$ cat src/rtl/intc_pkg.sv
package intc_pkg;

    localparam int DATA_W  = 32;
    localparam int ADDR_W  = 8;
    localparam int N_LINES = 2;
    localparam int LINE_IRQ = 0;
    localparam int LINE_FIQ = 1;

    localparam logic [ADDR_W-1:0] OFF_IRQ_STAT  = 8'h00;
    localparam logic [ADDR_W-1:0] OFF_IRQ_RAW   = 8'h04;
    localparam logic [ADDR_W-1:0] OFF_IRQ_ENSET = 8'h08;
    localparam logic [ADDR_W-1:0] OFF_IRQ_ENCLR = 8'h0C;
    localparam logic [ADDR_W-1:0] OFF_SOFT_SET  = 8'h10;
    localparam logic [ADDR_W-1:0] OFF_SOFT_CLR  = 8'h14;
    localparam logic [ADDR_W-1:0] OFF_FIQ_STAT  = 8'h20;
    localparam logic [ADDR_W-1:0] OFF_FIQ_RAW   = 8'h24;
    localparam logic [ADDR_W-1:0] OFF_FIQ_ENSET = 8'h28;
    localparam logic [ADDR_W-1:0] OFF_FIQ_ENCLR = 8'h2C;

    typedef enum logic [3:0] {
        RG_NONE,
        RG_IRQ_STAT,
        RG_IRQ_RAW,
        RG_IRQ_ENSET,
        RG_IRQ_ENCLR,
        RG_SOFT_SET,
        RG_SOFT_CLR,
        RG_FIQ_STAT,
        RG_FIQ_RAW,
        RG_FIQ_ENSET,
        RG_FIQ_ENCLR
    } reg_sel_e;

    typedef struct packed {
        logic set;
        logic clr;
    } mask_cmd_t;

    typedef struct packed {
        mask_cmd_t [N_LINES-1:0] mask;
        logic                    soft_set;
        logic                    soft_clr;
    } wr_cmd_t;

    function automatic reg_sel_e decode_offset(input logic [ADDR_W-1:0] a);
        reg_sel_e s;
        case (a)
            OFF_IRQ_STAT:  s = RG_IRQ_STAT;
            OFF_IRQ_RAW:   s = RG_IRQ_RAW;
            OFF_IRQ_ENSET: s = RG_IRQ_ENSET;
            OFF_IRQ_ENCLR: s = RG_IRQ_ENCLR;
            OFF_SOFT_SET:  s = RG_SOFT_SET;
            OFF_SOFT_CLR:  s = RG_SOFT_CLR;
            OFF_FIQ_STAT:  s = RG_FIQ_STAT;
            OFF_FIQ_RAW:   s = RG_FIQ_RAW;
            OFF_FIQ_ENSET: s = RG_FIQ_ENSET;
            OFF_FIQ_ENCLR: s = RG_FIQ_ENCLR;
            default:       s = RG_NONE;
        endcase
        return s;
    endfunction

    function automatic logic is_write_target(input logic [ADDR_W-1:0] a);
        return (a == OFF_IRQ_ENSET) || (a == OFF_IRQ_ENCLR) ||
               (a == OFF_FIQ_ENSET) || (a == OFF_FIQ_ENCLR) ||
               (a == OFF_SOFT_SET)  || (a == OFF_SOFT_CLR);
    endfunction

endpackage

$ cat src/rtl/intc_mask_reg.sv
module intc_mask_reg
    import intc_pkg::*;
#(
    parameter int W = 32
) (
    input  logic            clk,
    input  logic            rst,
    input  mask_cmd_t       cmd,
    input  logic [W-1:0]    wdata,
    output logic [W-1:0]    mask
);

    logic [W-1:0] mask_q;

    always_ff @(posedge clk) begin
        if (rst) begin
            mask_q <= '0;
        end else if (cmd.set) begin
            mask_q <= mask_q | wdata;
        end else if (cmd.clr) begin
            mask_q <= mask_q & ~wdata;
        end
    end

    assign mask = mask_q;

endmodule

$ cat src/rtl/intc_line_drv.sv
module intc_line_drv #(
    parameter int W = 32
) (
    input  logic         clk,
    input  logic         rst,
    input  logic [W-1:0] level,
    input  logic [W-1:0] mask,
    output logic         line
);

    logic line_q;

    always_ff @(posedge clk) begin
        if (rst) begin
            line_q <= 1'b0;
        end else begin
            line_q <= |(level & mask);
        end
    end

    assign line = line_q;

endmodule

$ cat src/rtl/intc_bus_if.sv
module intc_bus_if
    import intc_pkg::*;
#(
    parameter int N_SRC = 32
) (
    input  logic [ADDR_W-1:0]             bus_addr,
    input  logic                          bus_wr_en,
    input  logic [N_SRC-1:0]              level,
    input  logic [N_LINES-1:0][N_SRC-1:0] masks,
    output wr_cmd_t                       cmd,
    output logic [DATA_W-1:0]             rdata
);

    reg_sel_e sel;

    assign sel = decode_offset(bus_addr);

    always_comb begin
        cmd = '0;
        if (bus_wr_en) begin
            case (sel)
                RG_IRQ_ENSET: cmd.mask[LINE_IRQ].set = 1'b1;
                RG_IRQ_ENCLR: cmd.mask[LINE_IRQ].clr = 1'b1;
                RG_FIQ_ENSET: cmd.mask[LINE_FIQ].set = 1'b1;
                RG_FIQ_ENCLR: cmd.mask[LINE_FIQ].clr = 1'b1;
                RG_SOFT_SET:  cmd.soft_set = 1'b1;
                RG_SOFT_CLR:  cmd.soft_clr = 1'b1;
                default:      cmd = '0;
            endcase
        end
    end

    always_comb begin
        case (sel)
            RG_IRQ_STAT:  rdata = DATA_W'(level & masks[LINE_IRQ]);
            RG_IRQ_RAW:   rdata = DATA_W'(level);
            RG_IRQ_ENSET: rdata = DATA_W'(masks[LINE_IRQ]);
            RG_SOFT_SET:  rdata = DATA_W'(level[0]);
            RG_FIQ_STAT:  rdata = DATA_W'(level & masks[LINE_FIQ]);
            RG_FIQ_RAW:   rdata = DATA_W'(level);
            RG_FIQ_ENSET: rdata = DATA_W'(masks[LINE_FIQ]);
            default:      rdata = '0;
        endcase
    end

endmodule

$ cat src/rtl/dual_intc.sv
module dual_intc
    import intc_pkg::*;
#(
    parameter int N_SRC = 32
) (
    input  logic                 clk,
    input  logic                 rst,
    input  logic [N_SRC-1:0]     src_level,
    input  logic [ADDR_W-1:0]    bus_addr,
    input  logic                 bus_wr_en,
    input  logic [DATA_W-1:0]    bus_wdata,
    output logic [DATA_W-1:0]    bus_rdata,
    output logic                 irq_out,
    output logic                 fiq_out
);

    wr_cmd_t                       cmd;
    logic                          soft_q;
    logic [N_SRC-1:0]              level;
    logic [N_LINES-1:0][N_SRC-1:0] masks;
    logic [N_LINES-1:0]            lines;

    // Soft-interrupt flag, merged into source 0
    always_ff @(posedge clk) begin
        if (rst) begin
            soft_q <= 1'b0;
        end else if (cmd.soft_set && bus_wdata[0]) begin
            soft_q <= 1'b1;
        end else if (cmd.soft_clr && bus_wdata[0]) begin
            soft_q <= 1'b0;
        end
    end

    assign level = src_level | {{(N_SRC-1){1'b0}}, soft_q};

    intc_bus_if #(.N_SRC(N_SRC)) u_bus (
        .bus_addr  (bus_addr),
        .bus_wr_en (bus_wr_en),
        .level     (level),
        .masks     (masks),
        .cmd       (cmd),
        .rdata     (bus_rdata)
    );

    for (genvar g = 0; g < N_LINES; g++) begin : g_line
        intc_mask_reg #(.W(N_SRC)) u_mask (
            .clk   (clk),
            .rst   (rst),
            .cmd   (cmd.mask[g]),
            .wdata (bus_wdata[N_SRC-1:0]),
            .mask  (masks[g])
        );
        intc_line_drv #(.W(N_SRC)) u_drv (
            .clk   (clk),
            .rst   (rst),
            .level (level),
            .mask  (masks[g]),
            .line  (lines[g])
        );
    end

    assign irq_out = lines[LINE_IRQ];
    assign fiq_out = lines[LINE_FIQ];

endmodule

$ cat config.mk
export PLATFORM = sky130hd
export DESIGN_NAME = dual_intc
export DESIGN_NICKNAME = d
export VERILOG_FILES = /design/src/rtl/intc_pkg.sv /design/src/rtl/intc_mask_reg.sv /design/src/rtl/intc_line_drv.sv /design/src/rtl/intc_bus_if.sv /design/src/rtl/dual_intc.sv
export SDC_FILE = /design/constraint.sdc
export NUM_CORES = 1
export LEC_CHECK = 0
export ABC_CLOCK_PERIOD_IN_PS = 2100
export BUFFER_PORTS_ARGS = -buffer_cell sky130_fd_sc_hd__buf_2
export CORE_ASPECT_RATIO = 0.7
export CORE_UTILIZATION = 35
export DETAILED_ROUTE_END_ITERATION = 10
export GPL_ROUTABILITY_DRIVEN = 0
export SLEW_MARGIN = 40
export SYNTH_ARGS = -nofsm -noshare
export SYNTH_HDL_FRONTEND = slang
export SYNTH_SLANG_ARGS = --single-unit
$ cat constraint.sdc
create_clock -name clk -period 2.1 [get_ports clk]
set_input_delay 0.21 -clock clk [delete_from_list [all_inputs] [get_ports clk]]
set_output_delay 0.21 -clock clk [all_outputs]
set_load 0.02 [all_outputs]
==> results.txt <==
CTS Hold Bufs = 0
Post-route clock period utilization = 102%
Die width = 135 µm
Lkg Pwr = 2.54 nW
Setup ws final = -0.0386 ns
Placed insts = 830
Row cnt = 33
Xor and xnor fraction of the mapped netlist area = 0.402%
Setup CP Type = in -> out
Mapped Nets = 656
Port Buffers = 108
Violated checks = negative setup slack
Seq cells post-synth = 67
First-pass GRT wire length = 24.3 mm
Worst-skew pair later-pin latency = 0.34 ns
Post-synthesis mux area share = 7.12%
Total die area = 12900 µm²
Slowest CP cell = or4_4
Number of buffers created by CTS = 9
CP max stage delay = 0.61 ns
Core Region = 11900 µm²
Crit end category = output port
Largest area contributor in the netlist = dfxtp_1
Average cell area after synthesis = 7.50 µm²
CTS tree = built
Clk pin slew, worst setup/hold paths = 0.06 ns
Starting Density = 36.5%
Pre-CTS setup slack = -0.134 ns
DRT Pass-1 Iters = 6
Critical path depth in cells = 8
Slew HR = 48.6%
Die height = 95.4 µm
H-tree levels = 3
Area Growth Syn to Fin = 31.9%
Critical Path RT = 1.89 ns
Total GRT Usage = 24.8%
Crit path cell chain = buf_6 > or4_4 > buf_6 > nor3_4 > buf_6 > a21oi_2 > o22ai_1 > buf_4
Final Skew = 0.00747 ns
Post-route ant nets = 0
CP startpoint kind = input port
Via count = 4882
Fin cells = 848
Post-synth top area share = 30.8%
Slew @ Worst Pin = 0.771 ns
Critical Path Most Common Cell = buf_6
Largest fanout on the critical path = 6
IO Pins = 109
RSZ-0062 raised after global routing = true
DR iter-0 viols = 427
Synth top area cells = dfxtp_1, a21oi_1, nand2_1, mux2i_1, nand2b_1
Seq/Total Area, Yosys = 30.8%
Buffers & Inverters on Critical Path = 4
Total gr overflow = 0
Pwr dens = 591 nW/µm²
Final nets = 760
Synthesized area = 4360 µm²
Synth Area in Adders = 0%
DR DRC count = 0
Final hold vios = 0
Crit path max-delay family = simple AND/OR/NAND/NOR gates
Initial antenna violation count = 1
Root Driver = clkbuf_16
Yosys warning count = 0
Largest family of logic cells by synthesized area = compound AO/OA/AOI/OAI gates
Simple-gate area share of the yosys netlist = 22.8%
Post-synth cell types = 44
Layout cells sized above 1 = 26.7%
MaxCap Viol Count = 0
Worst EP arrival = 1.93 ns
Hpwl dp = 11.0 mm
Worst Hold Class = in -> reg
Routed wire per std cell = 18.5 µm
Vias in the first global route = 4545
Peak VDD IR = 0.385 mV
Wirelength, routed = 15.7 mm
Worst Hold Depth = 3
Synthesized instance count = 581
Fin crit period = 2.14 ns
Vias per Instance = 5.76
Fmax = 0.468 GHz
Final setup violation count = 8
Status = finished, violations left
Max Root-Sink Buffers = 2
Synth Area in Compound Gates = 31.0%
Reg2reg path depth = 4
Final Max Tran Viols = 0
Largest net degree at the start of global routing = 68
Clock sinks = 67
tightest hold or removal path, cell delays in order:
cell	delay [ns]
buf_2	0.11
nand2_1	0.05
a21oi_1	0.05
synth_stat cells:
master,n
nand2_1,92
a21oi_1,75
dfxtp_1,67
inv_1,39
nand2b_1,36
mux2i_1,31
clkbuf_1,27
o211ai_1,22
a22oi_1,20
a211o_1,19
and3_1,19
o21ai_1,18
o21ai_0,15
nor2_1,13
o21ai_2,12
buf_2,9
o22ai_1,8
nand3_1,5
a221oi_1,4
a22o_1,4
buf_6,4
nor4_1,4
nand4_1,3
nor3_1,3
nor3_2,3
a222oi_1,2
buf_1,2
nor3b_1,2
nor4b_4,2
o21a_1,2
o41ai_1,2
or2_2,2
or3_1,2
or4_4,2
xnor2_1,2
a211oi_1,1
a221o_1,1
a31oi_1,1
a41o_1,1
and4_1,1
nor2b_1,1
nor4b_2,1
o2111ai_1,1
o221ai_1,1
worst paths after layout:
path	startpoint	to	slack, ns
setup reg to reg	flip-flop	g_line[1].u_drv.line$_SDFF_PP0_	0.69
setup / recovery	bus_addr[7]	bus_rdata[19]	-0.04
hold / removal	bus_wdata[5]	flip-flop	0.13
hold reg to reg	flip-flop	flip-flop	0.49
cells by family after synthesis:
kind of cell | Yosys count
buffers and inverters | 81
XOR/XNOR | 2
flip-flops | 67
AND/OR/NAND/NOR | 191
AO/OA/AOI/OAI | 209
multiplexers | 31
per-stage QoR:
stage	total power [mW]	cell area [µm²]	setup TNS, ns	hold WS (ns)	utilization, %
2_1_floorplan	1.43	4370	0	0.350	-
3_3_place_gp	1.61	5200	-0.206	0.461	43.6
3_5_place_dp	1.62	5200	-1.12	0.472	43.6
4_1_cts	3.41	5560	-0.307	0.125	46.6
5_1_grt	3.50	5740	-1.21	0.131	48.1
6_report	3.40	5750	-0.136	0.129	48.2
repair_timing:
action,4_1_cts,5_1_grt
resized for setup,2,56
buffers inserted,0,1
endpoints found under the setup margin,22,30
pin swaps,1,4
placed cells by master, fill, tap and decap left out, drive strengths merged, types with 4 or more instances in the layout:
master  instances
a22oi          20
o211ai         22
nor2           13
nor3            6
buf           135
nand3           5
a22o            4
dfxtp          67
a21oi          75
nand2          92
inv            41
nand2b         36
nor4            4
mux2i          31
a221oi          4
o21ai          45
and3           19
a211o          19
o22ai           8
clkbuf          9
layer usage:
layer	vias to the layer above	GRT usage [%]	part of all wire, %
met2	234	36.8	43
met3	28	6.86	8.8
met1	2334	34.1	46
met4	0	8.99	1.9
li1	2286	-	-
met5	-	0	0
area by class of cell:
cell class	instances	area (µm²)
fillers	1161	6190
multi-input cells	433	2740
flip-flops and latches	67	1340
repair buffers	135	968
clock buffers	9	225
well taps	157	196
inverters	39	146
clock inverters	7	124
diodes	1	2.50
report_power, final:
group | switching (mW) | internal [mW] | leakage, nW | total, mW
registers | 0.00174 | 1.27 | 0.539 | 1.27
logic | 0.213 | 0.115 | 1.83 | 0.328
clock network | 0.624 | 1.17 | 0.172 | 1.80
total | 0.838 | 2.56 | 2.54 | 3.40
No activity file was read; power rests on OpenSTA's default activity.
